===== src/rtl/ee_autoload_pkg.sv =====
package ee_autoload_pkg;
  function automatic logic [15:0] cfg_dflt(int unsigned j);
    return {8'hC0 + 8'(j), 8'h3C ^ 8'(j)};
  endfunction
endpackage


===== src/rtl/ee_clk_div.sv =====
module ee_clk_div #(
  parameter int HALF = 2
) (
  input  logic clk_i,
  input  logic rst_ni,
  input  logic en_i,
  output logic tick_o
);
  localparam int CW = $clog2(HALF + 1);
  logic [CW-1:0] cnt_q;

  assign tick_o = en_i && (cnt_q == CW'(HALF - 1));

  always_ff @(posedge clk_i or negedge rst_ni) begin
    if (!rst_ni)      cnt_q <= '0;
    else if (!en_i)   cnt_q <= '0;
    else if (tick_o)  cnt_q <= '0;
    else              cnt_q <= cnt_q + 1'b1;
  end
endmodule


===== src/rtl/ee_mw_reader.sv =====
module ee_mw_reader #(
  parameter int WORDS = 34,
  parameter int AW    = 6,
  parameter int DW    = 16
) (
  input  logic          clk_i,
  input  logic          rst_ni,
  input  logic          start_i,
  input  logic          tick_i,
  input  logic          ee_do_i,
  output logic          cs_o,
  output logic          sk_o,
  output logic          di_o,
  output logic          run_o,
  output logic          word_vld_o,
  output logic [AW-1:0] word_idx_o,
  output logic [DW-1:0] word_o,
  output logic          done_o
);
  localparam int CMD_BITS = 3 + AW;
  localparam int FRAME    = CMD_BITS + DW;
  localparam int BW       = $clog2(FRAME + 1);

  typedef enum logic [1:0] {RD_IDLE, RD_SHIFT, RD_DESEL} rd_st_e;

  rd_st_e          st_q;
  logic            cs_q, sk_q, vld_q, done_q;
  logic [BW-1:0]   bit_q;
  logic [AW-1:0]   idx_q;
  logic [DW-1:0]   sh_q;
  logic [CMD_BITS-1:0] cmd_q;

  always_ff @(posedge clk_i or negedge rst_ni) begin
    if (!rst_ni) begin
      st_q <= RD_IDLE; cs_q <= 1'b0; sk_q <= 1'b0; vld_q <= 1'b0; done_q <= 1'b0;
      bit_q <= '0; idx_q <= '0; sh_q <= '0; cmd_q <= '0;
    end else begin
      vld_q  <= 1'b0;
      done_q <= 1'b0;
      unique case (st_q)
        RD_IDLE: if (start_i) begin
          st_q  <= RD_SHIFT;
          cs_q  <= 1'b1;
          bit_q <= '0;
          idx_q <= '0;
          cmd_q <= {3'b110, {AW{1'b0}}};
        end
        RD_SHIFT: if (tick_i) begin
          if (!sk_q) begin
            sk_q <= 1'b1;
            if (bit_q >= BW'(CMD_BITS)) sh_q <= {sh_q[DW-2:0], ee_do_i};
          end else begin
            sk_q  <= 1'b0;
            cmd_q <= cmd_q << 1;
            if (bit_q == BW'(FRAME - 1)) begin
              cs_q  <= 1'b0;
              vld_q <= 1'b1;
              st_q  <= RD_DESEL;
            end else begin
              bit_q <= bit_q + 1'b1;
            end
          end
        end
        RD_DESEL: if (tick_i) begin
          if (idx_q == AW'(WORDS - 1)) begin
            st_q   <= RD_IDLE;
            done_q <= 1'b1;
          end else begin
            idx_q <= idx_q + 1'b1;
            cmd_q <= {3'b110, idx_q + 1'b1};
            bit_q <= '0;
            cs_q  <= 1'b1;
            st_q  <= RD_SHIFT;
          end
        end
        default: st_q <= RD_IDLE;
      endcase
    end
  end

  assign cs_o       = cs_q;
  assign sk_o       = sk_q;
  assign di_o       = cs_q & cmd_q[CMD_BITS-1];
  assign run_o      = (st_q != RD_IDLE);
  assign word_vld_o = vld_q;
  assign word_idx_o = idx_q;
  assign word_o     = sh_q;
  assign done_o     = done_q;

  AST_SK_NEEDS_CS: assert property (@(posedge clk_i) disable iff (!rst_ni)
    sk_q |-> cs_q);
  AST_SK_HALF_HOLD: assert property (@(posedge clk_i) disable iff (!rst_ni)
    !tick_i |=> $stable(sk_q));
  AST_IDX_BOUND: assert property (@(posedge clk_i) disable iff (!rst_ni)
    idx_q < AW'(WORDS));
endmodule


===== src/rtl/ee_cfg_store.sv =====
module ee_cfg_store
  import ee_autoload_pkg::*;
#(
  parameter int ADDR_WORDS = 8,
  parameter int CFG_WORDS  = 26,
  parameter int AW         = 6
) (
  input  logic                      clk_i,
  input  logic                      rst_ni,
  input  logic                      word_vld_i,
  input  logic [AW-1:0]             word_idx_i,
  input  logic [15:0]               word_i,
  input  logic                      done_i,
  output logic [ADDR_WORDS*16-1:0]  station_o,
  output logic [CFG_WORDS*16-1:0]   cfg_o,
  output logic                      rd_done_o,
  output logic                      valid_o
);
  function automatic logic [CFG_WORDS*16-1:0] dflt_vec();
    logic [CFG_WORDS*16-1:0] v;
    for (int c = 0; c < CFG_WORDS; c++) v[16*c +: 16] = cfg_dflt(c);
    return v;
  endfunction
  localparam logic [CFG_WORDS*16-1:0] CFG_RST = dflt_vec();

  logic [ADDR_WORDS*16-1:0] station_q;
  logic [CFG_WORDS*16-1:0]  cfg_q;
  logic [7:0]               sum_q;
  logic                     rd_done_q, valid_q;

  always_ff @(posedge clk_i or negedge rst_ni) begin
    if (!rst_ni) begin
      station_q <= '0;
      cfg_q     <= CFG_RST;
      sum_q     <= '0;
      rd_done_q <= 1'b0;
      valid_q   <= 1'b0;
    end else begin
      if (word_vld_i) begin
        sum_q <= sum_q + word_i[7:0] + word_i[15:8];
        for (int w = 0; w < ADDR_WORDS; w++)
          if (word_idx_i == AW'(w)) station_q[16*w +: 16] <= word_i;
        for (int c = 0; c < CFG_WORDS; c++)
          if (word_idx_i == AW'(ADDR_WORDS + c)) cfg_q[16*c +: 16] <= word_i;
      end
      if (done_i) begin
        rd_done_q <= 1'b1;
        valid_q   <= (sum_q == 8'hFF);
        if (sum_q != 8'hFF) cfg_q <= CFG_RST;
      end
    end
  end

  assign station_o = station_q;
  assign cfg_o     = cfg_q;
  assign rd_done_o = rd_done_q;
  assign valid_o   = valid_q;

  AST_VALID_NEEDS_DONE: assert property (@(posedge clk_i) disable iff (!rst_ni)
    valid_q |-> rd_done_q);
  AST_FAIL_DEFAULTS: assert property (@(posedge clk_i) disable iff (!rst_ni)
    (rd_done_q && !valid_q) |-> (cfg_q == CFG_RST));
endmodule


===== src/rtl/ee_autoload.sv =====
module ee_autoload #(
  parameter int IMG_BYTES  = 68,
  parameter int ADDR_BYTES = 16,
  parameter int SK_HALF    = 2,
  parameter int AW         = 6
) (
  input  logic                                  clk_i,
  input  logic                                  rst_ni,
  input  logic                                  ee_sk_i,
  input  logic                                  ee_do_i,
  output logic                                  ee_cs_o,
  output logic                                  ee_sk_o,
  output logic                                  ee_di_o,
  input  logic                                  sw_we_i,
  input  logic [2:0]                            sw_wdata_i,
  output logic [15:0]                           sw_rdata_o,
  output logic                                  busy_o,
  output logic [ADDR_BYTES*8-1:0]               station_addr_o,
  output logic [(IMG_BYTES-ADDR_BYTES)*8-1:0]   cfg_o
);
  localparam int WORDS      = IMG_BYTES / 2;
  localparam int ADDR_WORDS = ADDR_BYTES / 2;
  localparam int CFG_WORDS  = (IMG_BYTES - ADDR_BYTES) / 2;

  logic          present_q, boot_q;
  logic [2:0]    sw_q;
  logic          tick, rd_run, rd_cs, rd_sk, rd_di, word_vld, rd_fin;
  logic [AW-1:0] word_idx;
  logic [15:0]   word;
  logic          rd_done, valid;

  // strap follows the pin while reset is held; last edge in reset wins
  always_ff @(posedge clk_i) begin
    if (!rst_ni) present_q <= ee_sk_i;
  end

  always_ff @(posedge clk_i or negedge rst_ni) begin
    if (!rst_ni) begin
      boot_q <= 1'b1;
      sw_q   <= '0;
    end else begin
      boot_q <= 1'b0;
      if (sw_we_i && !busy_o) sw_q <= sw_wdata_i;
    end
  end

  assign busy_o = (boot_q & present_q) | rd_run;

  ee_clk_div #(.HALF(SK_HALF)) u_div (
    .clk_i, .rst_ni, .en_i(rd_run), .tick_o(tick)
  );

  ee_mw_reader #(.WORDS(WORDS), .AW(AW), .DW(16)) u_rd (
    .clk_i, .rst_ni,
    .start_i    (boot_q & present_q),
    .tick_i     (tick),
    .ee_do_i,
    .cs_o       (rd_cs),
    .sk_o       (rd_sk),
    .di_o       (rd_di),
    .run_o      (rd_run),
    .word_vld_o (word_vld),
    .word_idx_o (word_idx),
    .word_o     (word),
    .done_o     (rd_fin)
  );

  ee_cfg_store #(.ADDR_WORDS(ADDR_WORDS), .CFG_WORDS(CFG_WORDS), .AW(AW)) u_st (
    .clk_i, .rst_ni,
    .word_vld_i (word_vld),
    .word_idx_i (word_idx),
    .word_i     (word),
    .done_i     (rd_fin),
    .station_o  (station_addr_o),
    .cfg_o      (cfg_o),
    .rd_done_o  (rd_done),
    .valid_o    (valid)
  );

  assign ee_cs_o    = rd_run ? rd_cs : sw_q[2];
  assign ee_sk_o    = rd_run ? rd_sk : sw_q[1];
  assign ee_di_o    = rd_run ? rd_di : sw_q[0];
  assign sw_rdata_o = {valid, rd_done, 10'b0, ee_do_i, sw_q};

  AST_SW_LOCKED: assert property (@(posedge clk_i) disable iff (!rst_ni)
    (busy_o && sw_we_i) |=> $stable(sw_q));
  AST_DONE_NOT_BUSY: assert property (@(posedge clk_i) disable iff (!rst_ni)
    rd_done |-> !busy_o);
  AST_ABSENT_QUIET: assert property (@(posedge clk_i) disable iff (!rst_ni)
    !present_q |-> !rd_run);
endmodule


===== config.mk =====
export PLATFORM = sky130hd
export DESIGN_NAME = ee_autoload
export DESIGN_NICKNAME = d
export VERILOG_FILES = /design/src/rtl/ee_autoload_pkg.sv /design/src/rtl/ee_clk_div.sv /design/src/rtl/ee_mw_reader.sv /design/src/rtl/ee_cfg_store.sv /design/src/rtl/ee_autoload.sv
export SDC_FILE = /design/constraint.sdc
export NUM_CORES = 1
export LEC_CHECK = 0
export ABC_AREA = 1
export CORE_MARGIN = 2
export CORE_UTILIZATION = 45
export DETAILED_ROUTE_END_ITERATION = 12
export GPL_TIMING_DRIVEN = 0
export PLACE_DENSITY = 0.77
export SETUP_SLACK_MARGIN = 0.3
export SLEW_MARGIN = 20
export SYNTH_ARGS = -nofsm -noshare
export SYNTH_HDL_FRONTEND = slang
export SYNTH_SLANG_ARGS = --single-unit

===== constraint.sdc =====
create_clock -name clk_i -period 2.36 [get_ports clk_i]
set_clock_uncertainty 0.2 [all_clocks]
set_input_delay 0.59 -clock clk_i [delete_from_list [all_inputs] [get_ports clk_i]]
set_output_delay 0.59 -clock clk_i [all_outputs]
set_load 0.02 [all_outputs]

==> results_dict.tcl, run 1 <==
set metrics [dict create \
    outcome "finished with violations" \
    violations "negative hold slack, negative setup slack" \
    wl_mm 90.6 \
    coreArea_um2 52700 \
    port-buffer-count 561 \
    synth_cells 2313 \
    dp_hpwl_mm 62.5 \
    drc_errors 0 \
    clock_sinks 603 \
    gr-total-overflow 0 \
    sequentialPowerShare 0.460 \
    syn_to_final_growth_pct 42.4 \
    fmax_ghz 0.398 \
    dp.cells 3578 \
    row_count 84 \
    hp-class "in2async" \
    switchingPower_uw 5760 \
    gp_congestion 0.902 \
    rsz0062_at_grt "true" \
    hold_ws_ns -0.254 \
    ios 572 \
    crit_slowest_cell "dfrtp_1" \
    syn_area_per_cell_um2 10.4 \
    root_buffer "clkbuf_16" \
    dr.pass1.iters 5 \
    viasPerCell 5.76 \
    cpLargestDelayFamily "flip-flops" \
    intPower_uw 17300 \
    die_h_um 235 \
    ys_seq_elements 603 \
    cts_buffer_depth 3 \
    drive_above_1_share 0.312 \
    fin_crit_ns 2.51 \
    worstPathMaxFanout 5 \
    synth_edf_count 1 \
    grt_use_total 0.312 \
    final.period_utilization 1.06 \
    required_ns 1.57 \
    clk_latency_ns 0.63 \
    crit_arrival_ns 1.72 \
    grt_max_degree 114 \
    reg2reg_slack_ns 0.14 \
    fin_ws_ns -0.150 \
    path_cells "inv_2 > ha_4 > buf_6 > inv_4 > nand2_4 > o21ai_2 > buf_6" \
    ir_drop_mv 0.800 \
    antenna_found_initial 1 \
    start_util 0.456 \
    layout_commonest_cell "nand2_1" \
    leakage_uw 0.0192 \
    yosys-top-cells-area "dfrtp_1, dfstp_2, nand2_1" \
    finalMaxSlewViolations 0 \
    synth_top_area_cell "dfrtp_1" \
    final_nets 3061 \
    clock_power_share 0.433 \
    yosysSeqAreaShare 0.639 \
    ys_warn_count 0 \
    critical-path-max-stage-delay_ns 0.38 \
    fill_cells 3940 \
    wl_per_cell_um 24.1 \
    yosysTopAreaCellShare 0.411 \
    diodes 0 \
    ys_dominant_reg_cell "dfrtp_1" \
    dpl_worst_slack_ns -0.328 \
    stdcell_count 3761 \
    die_w_um 235 \
    ys_types 39 \
    cts-buffers-inserted 59 \
    max_cap_violations 0 \
    worst_pin_slew_ns 0.976 \
    grt_pass1_vias 20900 \
    critPathBufInv 4 \
    power_density_nw_per_um2 673 \
    vias 21700 \
    cpMostUsedCell "buf_6" \
    hold_viol_final 82 \
    finalSetupViolations 4 \
    async_flop_share 0.998 \
    max_slew_margin 0.349 \
    path_clk_slew_ns 0.06 \
    grt_first_pass_wirelength_mm 131 \
    pwr-share-comb 0.106 \
    cp-end-kind "primary output" \
    drt.antenna.violating_nets 0 \
    syn_area_um2 24000 \
    cts_max_level 2 \
    cts_tree "built" \
    drtIter0Drc 2207 \
    startpoint_type "flip-flop" \
    final_cell_mix "nand2_1, dfrtp_1, o21ai_0" \
    critPathKind "reg2out" \
    dieArea_um2 55300 \
    sw_frac_of_total 0.250 \
]
-- power groups by stage --
stage / registers [uW] / clock network, uW / logic [uW]
finish: 10600 / 9980 / 2450
global route: 10600 / 10500 / 2640
CTS: 10600 / 10100 / 1970
detailed placement: 10800 / 0 / 1700
global placement: 10800 / 0 / 1630
floorplan: 10800 / 0 / 970
-- sequential cells by signal (all words and copies together), names as in the netlist, 3 cells and up --
name and cells:
u_rd.cmd_q 9, u_rd.word_idx_o 6, u_st.sum_q 8, u_st.cfg_o 416
u_st.station_o 128, sw_q 3, u_rd.bit_q 5, u_rd.word_o 16
-- what timing repair did --
action                                  4_1_cts  5_1_grt
buffers inserted                             36       40
resized for setup                          1164      850
endpoints found under the setup margin     1078     1186
pin swaps                                     9       34
gates cloned                                  1        1
hold endpoints to repair                     82       82
-- cells in the mapped netlist (3+ instances only) --
| master | n |
|---|---|
| nand2_2 | 5 |
| inv_2 | 20 |
| o211ai_1 | 206 |
| a21oi_1 | 217 |
| dfstp_2 | 207 |
| clkbuf_1 | 119 |
| dfrtp_1 | 395 |
| nor2_1 | 21 |
| ha_1 | 17 |
| o21ai_1 | 35 |
| xor2_1 | 3 |
| inv_1 | 48 |
| clkinv_1 | 15 |
| mux2_2 | 3 |
| or2_1 | 3 |
| buf_4 | 22 |
| nor2_2 | 7 |
| nand2_1 | 479 |
| o21ai_0 | 341 |
| nand3_2 | 4 |
| nand3_1 | 33 |
| nand4_1 | 10 |
| buf_2 | 63 |
| buf_1 | 6 |
| nor2_4 | 10 |
| fa_1 | 8 |
-- per-stage QoR --
step	TNS (ns)	utilization	total power, uW	instance area (um2)
finish	-0.475	0.650	23000	34200
global route	-0.755	0.650	23800	34200
CTS	-19.13	0.629	22600	33100
detailed placement	-34.30	0.584	12500	30700
global placement	-	0.581	12400	30600
floorplan	0	-	11700	24100
-- logic make-up after synthesis --
logic type,Yosys count,share of synthesized area
XOR/XNOR,5,0.00182
buffers and inverters,296,0.0534
AND/OR/NAND/NOR,579,0.100
other,1,0.000156
AO/OA/AOI/OAI,801,0.188
flip-flops,603,0.639
multiplexers,3,0.00141
adder cells (fa/ha/maj),25,0.0155
-- routing by layer --
metal / vias up / track usage / share of wire
li1: 9342 / - / -
met1: 10800 / 0.405 / 0.38
met2: 1208 / 0.492 / 0.47
met3: 305 / 0.0655 / 0.084
met4: 0 / 0.172 / 0.062
met5: - / 0 / 0
-- worst reg2reg max path: cells and delay by family, from the launching register on --
| kind | cells | cell delay (ns) |
|---|---|---|
| fa+ha+maj | 3 | 1.08 |
| flops | 1 | 0.43 |
| xor+xnor | 1 | 0.17 |
| compound gates | 2 | 0.24 |
-- layout make-up --
type                    instances  area [um2]  share of cell area
plain buffers                 210        1170              0.0343
clock buffers                  77        1670              0.0487
clock inverters                29         369              0.0108
inverters                      85         365              0.0107
multi-input cells            1424        7780               0.227
flip-flops and latches        603       15400               0.449
well taps                     688         861              0.0251
repair buffers                645        6650               0.194
-- final timing paths --
check,from,endpoint,cells after the start
worst max-delay path,u_rd.st_q[0],ee_di_o,7
worst min-delay path,rst_ni,u_st.station_o[101],1
worst max register to register,u_rd.word_o[9],u_st.sum_q[5],6
worst min register to register,u_st.rd_done_o,u_st.rd_done_o,1
max in group asynchronous,rst_ni,u_st.cfg_o[146],4
min in group clk_i,ee_do_i,u_rd.word_o[0],3
Power figures use the tool's default switching activity.
==> run 2: changes to the inputs <==
CELL_PAD_IN_SITES_DETAIL_PLACEMENT = 1   (was unset)
CELL_PAD_IN_SITES_GLOBAL_PLACEMENT = 1   (was unset)
CORE_UTILIZATION = 35   (was 45)
PLACE_DENSITY = 0.78   (was 0.77)
TNS_END_PERCENT = 1   (was unset)
==> run 2 against run 1 <==
Compared with the run above: the flow still finishes with violations (negative hold slack, negative setup slack); non-clock buffer count decreased by 56; sequential share of layout area increased by 0.52 points; first-iteration DRC count decreased by 32%; final cell count increased by 4.1%; global-route usage decreased by 2.8 points; sequential power about the same; power increased by 2.6%; flip-flop and latch count unchanged; utilization decreased by 15 points; fmax increased by 0.12%; design area decreased by 1.2%; largest power group is now clock.
==> results_dict.tcl, run 2 (synthesis results as in run 1) <==
set metrics [dict create \
    required_ns 1.57 \
    fmax_ghz 0.399 \
    startpoint_type "flip-flop" \
    max_cap_violations 0 \
    antenna_found_initial 3 \
    clk_latency_ns 0.61 \
    worst_pin_slew_ns 1.09 \
    cts-buffers-inserted 70 \
    start_util 0.352 \
    violations "negative hold slack, negative setup slack" \
    grt_pass1_vias 22500 \
    fill_cells 7439 \
    dp.cells 3772 \
    cts_max_level 3 \
    drive_above_1_share 0.277 \
    coreArea_um2 68200 \
    setup.worst_path.start "u_rd.st_q[1]" \
    largest_reg_flops 416 \
    power_density_nw_per_um2 699 \
    final_cell_mix "nand2_1, dfrtp_1, o21ai_0" \
    port-buffer-count 561 \
    syn_to_final_growth_pct 40.8 \
    path_clk_slew_ns 0.06 \
    outcome "finished with violations" \
    root_buffer "clkbuf_16" \
    gp_congestion 0.862 \
    clock_sinks 603 \
    wl_mm 103 \
    drc_errors 0 \
    finalMaxSlewViolations 0 \
    ios 572 \
    ir_drop_mv 0.671 \
    finalSetupViolations 4 \
    rsz0062_at_grt "true" \
    wl_per_cell_um 26.4 \
    cts_tree "built" \
    final.period_utilization 1.06 \
    gr-total-overflow 0 \
    hold_ws_ns -0.292 \
    layout_commonest_cell "nand2_1" \
    grt_max_degree 105 \
    cp-end-kind "primary output" \
    die_h_um 266 \
    r2r_start "u_rd.word_idx_o[2]" \
    viasPerCell 5.47 \
    worstPathMaxFanout 5 \
    finish.utilization 0.496 \
    leakage_uw 0.0190 \
    diodes 0 \
    drt.antenna.violating_nets 0 \
    grt_first_pass_wirelength_mm 150 \
    fin_ws_ns -0.148 \
    max_slew_margin 0.273 \
    dieArea_um2 70800 \
    final_nets 3016 \
    cts_buffer_depth 3 \
    hold_viol_final 51 \
    tns_ns -0.460 \
    hp-class "in2async" \
    power_uw 23600 \
    fin_crit_ns 2.51 \
    row_count 96 \
    die_w_um 266 \
    critPathKind "reg2out" \
    stdcell_count 3914 \
    vias 21400 \
    dr.pass1.iters 5 \
    dp_hpwl_mm 71.6 \
    crit_arrival_ns 1.72 \
    drtIter0Drc 1500 \
    grt_use_total 0.284 \
]
[run 2: changes by cell type in the layout (fill, tap and decap cells not counted), moves of 9 or more]
cell / previous run / this run
dlygate4sd2_1: 21 / 91
dlymetal6s2s_1: 221 / 212
o21ai_0: 323 / 337
clkbuf_2: 126 / 34
buf_4: 94 / 49
o21ai_1: 51 / 36
clkbuf_8: 8 / 20
buf_2: 81 / 183
buf_6: 202 / 131
clkbuf_16: 63 / 75
[run 2: power breakdown]
group	total (uW)	internal, uW	switching (uW)	leakage, uW
sequential	10600	10500	122	0.00764
clock	10700	6240	4470	0.00110
combinational	2310	848	1470	0.0103
total	23600	17600	6060	0.0190
[run 2: metal layers]
layer / GRT usage / vias up / routed length (um)
met2: 0.480 / 758 / 50700
li1: - / 9227 / -
met3: 0.0493 / 267 / 5330
met5: 0 / - / 0
met1: 0.352 / 11200 / 41400
met4: 0.140 / 0 / 5810
[run 2: layout make-up]
class	count	area, um2	area share
tap	882	1100	0.0326
clock buffer	109	2140	0.0633
sequential	603	15400	0.454
buffer	211	1210	0.0357
timing repair buffer	588	5870	0.174
multi-input combinational	1424	7700	0.228
inverter	85	352	0.0104
clock inverter	12	97.6	0.00288
[run 2: worst paths after layout]
check / depth (start not counted) / slack (ns) / end
setup / recovery: 7 / -0.15 / ee_di_o
hold / removal: 1 / -0.29 / u_st.station_o[86]
setup reg to reg: 7 / 0.07 / u_st.cfg_o[159]
hold reg to reg: 2 / 0.28 / u_st.station_o[75]
max in group asynchronous: 3 / 0.87 / u_st.cfg_o[396]
min in group clk_i: 2 / 0.28 / u_st.station_o[75]
[run 2: per-stage QoR]
stage	hold slack, ns	setup slack [ns]	instance area [um2]
after floorplan	0.0944	0.173	24100
final	-0.292	-0.148	33800
after detailed placement	0.263	-0.393	31000
after global routing	-0.263	-0.224	33800
after CTS	-0.301	-0.197	32700
after global placement	0.252	-25.26	30800
[run 2: repair_timing]
item,4_1_cts,5_1_grt
endpoints found under the setup margin,1133,1014
gates resized for setup,1040,874
pin swaps,15,14
buffers inserted,9,10
cloned,1,1
hold endpoints to repair,51,51
[run 2: critical path: stages (launching register included)]
cell     delay (ns)
dfrtp_1        0.38
inv_2          0.07
ha_4           0.17
buf_8          0.14
inv_6          0.05
nand2_4        0.05
o21ai_2        0.13
buf_6          0.13
==> run 3: changes to the inputs <==
CAP_MARGIN = 20   (was unset)
CTS_BUF_LIST = sky130_fd_sc_hd__clkbuf_16   (was unset)
==> run 3 against run 2 <==
Compared with the run above: the flow still finishes with violations (negative hold slack, negative setup slack); utilization decreased by 0.29 points; design area decreased by 0.58%; non-clock buffer count increased by 5; flip-flop and latch count unchanged; combinational power about the same; final cell count increased by 0.13%; critical path depth unchanged; register-to-register slack got worse by 0.08 ns; setup slack got worse by 0.0039 ns; highest routed layer unchanged.
==> results_dict.tcl, run 3 (synthesis results as in run 1) <==
set metrics [dict create \
    layout_commonest_cell "nand2_1" \
    hp-class "in2async" \
    clk_latency_ns 0.61 \
    tns_ns -0.512 \
    cts-buffers-inserted 70 \
    regArea_um2 15400 \
    root_buffer "clkbuf_16" \
    startpoint_type "flip-flop" \
    drc_errors 0 \
    fill_cells 7464 \
    die_w_um 266 \
    ir_drop_mv 0.559 \
    final_nets 3021 \
    cts_max_level 3 \
    port-buffer-count 561 \
    finalMaxSlewViolations 0 \
    fin_crit_ns 2.51 \
    coreArea_um2 68200 \
    antenna_found_initial 3 \
    ios 572 \
    start_util 0.352 \
    wl_mm 103 \
    grt_first_pass_wirelength_mm 150 \
    drt.antenna.violating_nets 0 \
    drtIter0Drc 1486 \
    critPathKind "reg2out" \
    fmax_ghz 0.398 \
    cts_tree "built" \
    final.period_utilization 1.06 \
    vias 21400 \
    clock_sinks 603 \
    die_h_um 266 \
    cp-end-kind "primary output" \
    finalSetupViolations 5 \
    drive_above_1_share 0.277 \
    finish.utilization 0.493 \
    hold_viol_final 51 \
    power_uw 23000 \
    syn_to_final_growth_pct 40.0 \
    gr-total-overflow 0 \
    fin_ws_ns -0.151 \
    outcome "finished with violations" \
    hold_ws_ns -0.293 \
    wl_per_cell_um 26.3 \
    max_cap_violations 0 \
    cts_buffer_depth 3 \
    row_count 96 \
    leakage_uw 0.0188 \
    max_slew_margin 0.232 \
    dp_hpwl_mm 71.6 \
    multi_input_area_um2 7750 \
    grt_max_degree 105 \
    rsz0062_at_grt "true" \
    largest_reg_flops 416 \
    worstPathMaxFanout 5 \
    final_cell_mix "nand2_1, dfrtp_1, o21ai_0" \
    gp_congestion 0.862 \
    diodes 0 \
    violations "negative hold slack, negative setup slack" \
    grt_pass1_vias 22400 \
    dieArea_um2 70800 \
    worst_pin_slew_ns 1.15 \
    power_density_nw_per_um2 683 \
    crit_arrival_ns 1.72 \
    path_clk_slew_ns 0.06 \
    grt_use_total 0.284 \
    viasPerCell 5.45 \
    required_ns 1.57 \
    dr.pass1.iters 5 \
]
## run 3: cell count changes in the layout (fill, tap and decap cells not counted), sizes merged
cell / previous run / this run
buf: 375 / 392
clkbuf: 219 / 188
clkdlybuf4s15: 6 / 3
clkinv: 27 / 44
clkinvlp: 2 / 3
dlygate4sd2: 91 / 88
dlymetal6s2s: 212 / 201
inv: 68 / 86
## run 3: layer usage
metal  part of all wire  global-route usage
met2               0.49               0.480
met1               0.40               0.354
met5                  0                   0
met4              0.054               0.136
met3              0.051              0.0483
## run 3: critical path, stage by stage, from the launching register on
cell	delay, ns
dfrtp_1	0.38
inv_2	0.07
ha_4	0.18
buf_8	0.14
inv_6	0.05
nand2_4	0.05
o21ai_2	0.13
buf_6	0.13
## run 3: layout make-up
| cell class | count | share of cell area |
|---|---|---|
| Buffer | 211 | 0.0349 |
| Clock buffer | 73 | 0.0543 |
| Clock inverter | 48 | 0.00692 |
| Inverter | 85 | 0.0107 |
| Multi-Input combinational cell | 1424 | 0.230 |
| Sequential cell | 603 | 0.456 |
| Tap cell | 882 | 0.0328 |
| Timing Repair Buffer | 593 | 0.173 |
## run 3: power breakdown
group | internal, uW | switching, uW
clock network | 5570 | 4450
logic | 845 | 1480
registers | 10500 | 130
## run 3: path summary, 6_finish.rpt
path                       slack [ns]                 end               start  depth (start not counted)
max                             -0.15             ee_di_o        u_rd.st_q[0]                          7
min                             -0.29  u_st.station_o[91]              rst_ni                          1
max reg2reg                     -0.01     u_st.cfg_o[193]  u_rd.word_idx_o[0]                          7
min reg2reg                      0.28  u_st.station_o[75]  u_st.station_o[75]                          2
max in group asynchronous        0.86     u_st.cfg_o[396]              rst_ni                          3
min in group clk_i               0.28  u_st.station_o[75]  u_st.station_o[75]                          2
## run 3: repair_timing
item                       4_1_cts  5_1_grt
cloned                           1        1
setup endpoints to repair     1133      999
setup buffers                    9       15
resized for setup             1062      889
pin swaps                       16       10
hold endpoints to repair        51       51
## run 3: stage by stage
step                      std cells  setup WS (ns)  instance area, um2
after floorplan                2323          0.173               24100
after global placement         3766         -25.26               30800
after detailed placement       3772         -0.393               31000
after CTS                      3903         -0.193               32500
after global routing           3919         -0.221               33600
final                          3919         -0.151               33600
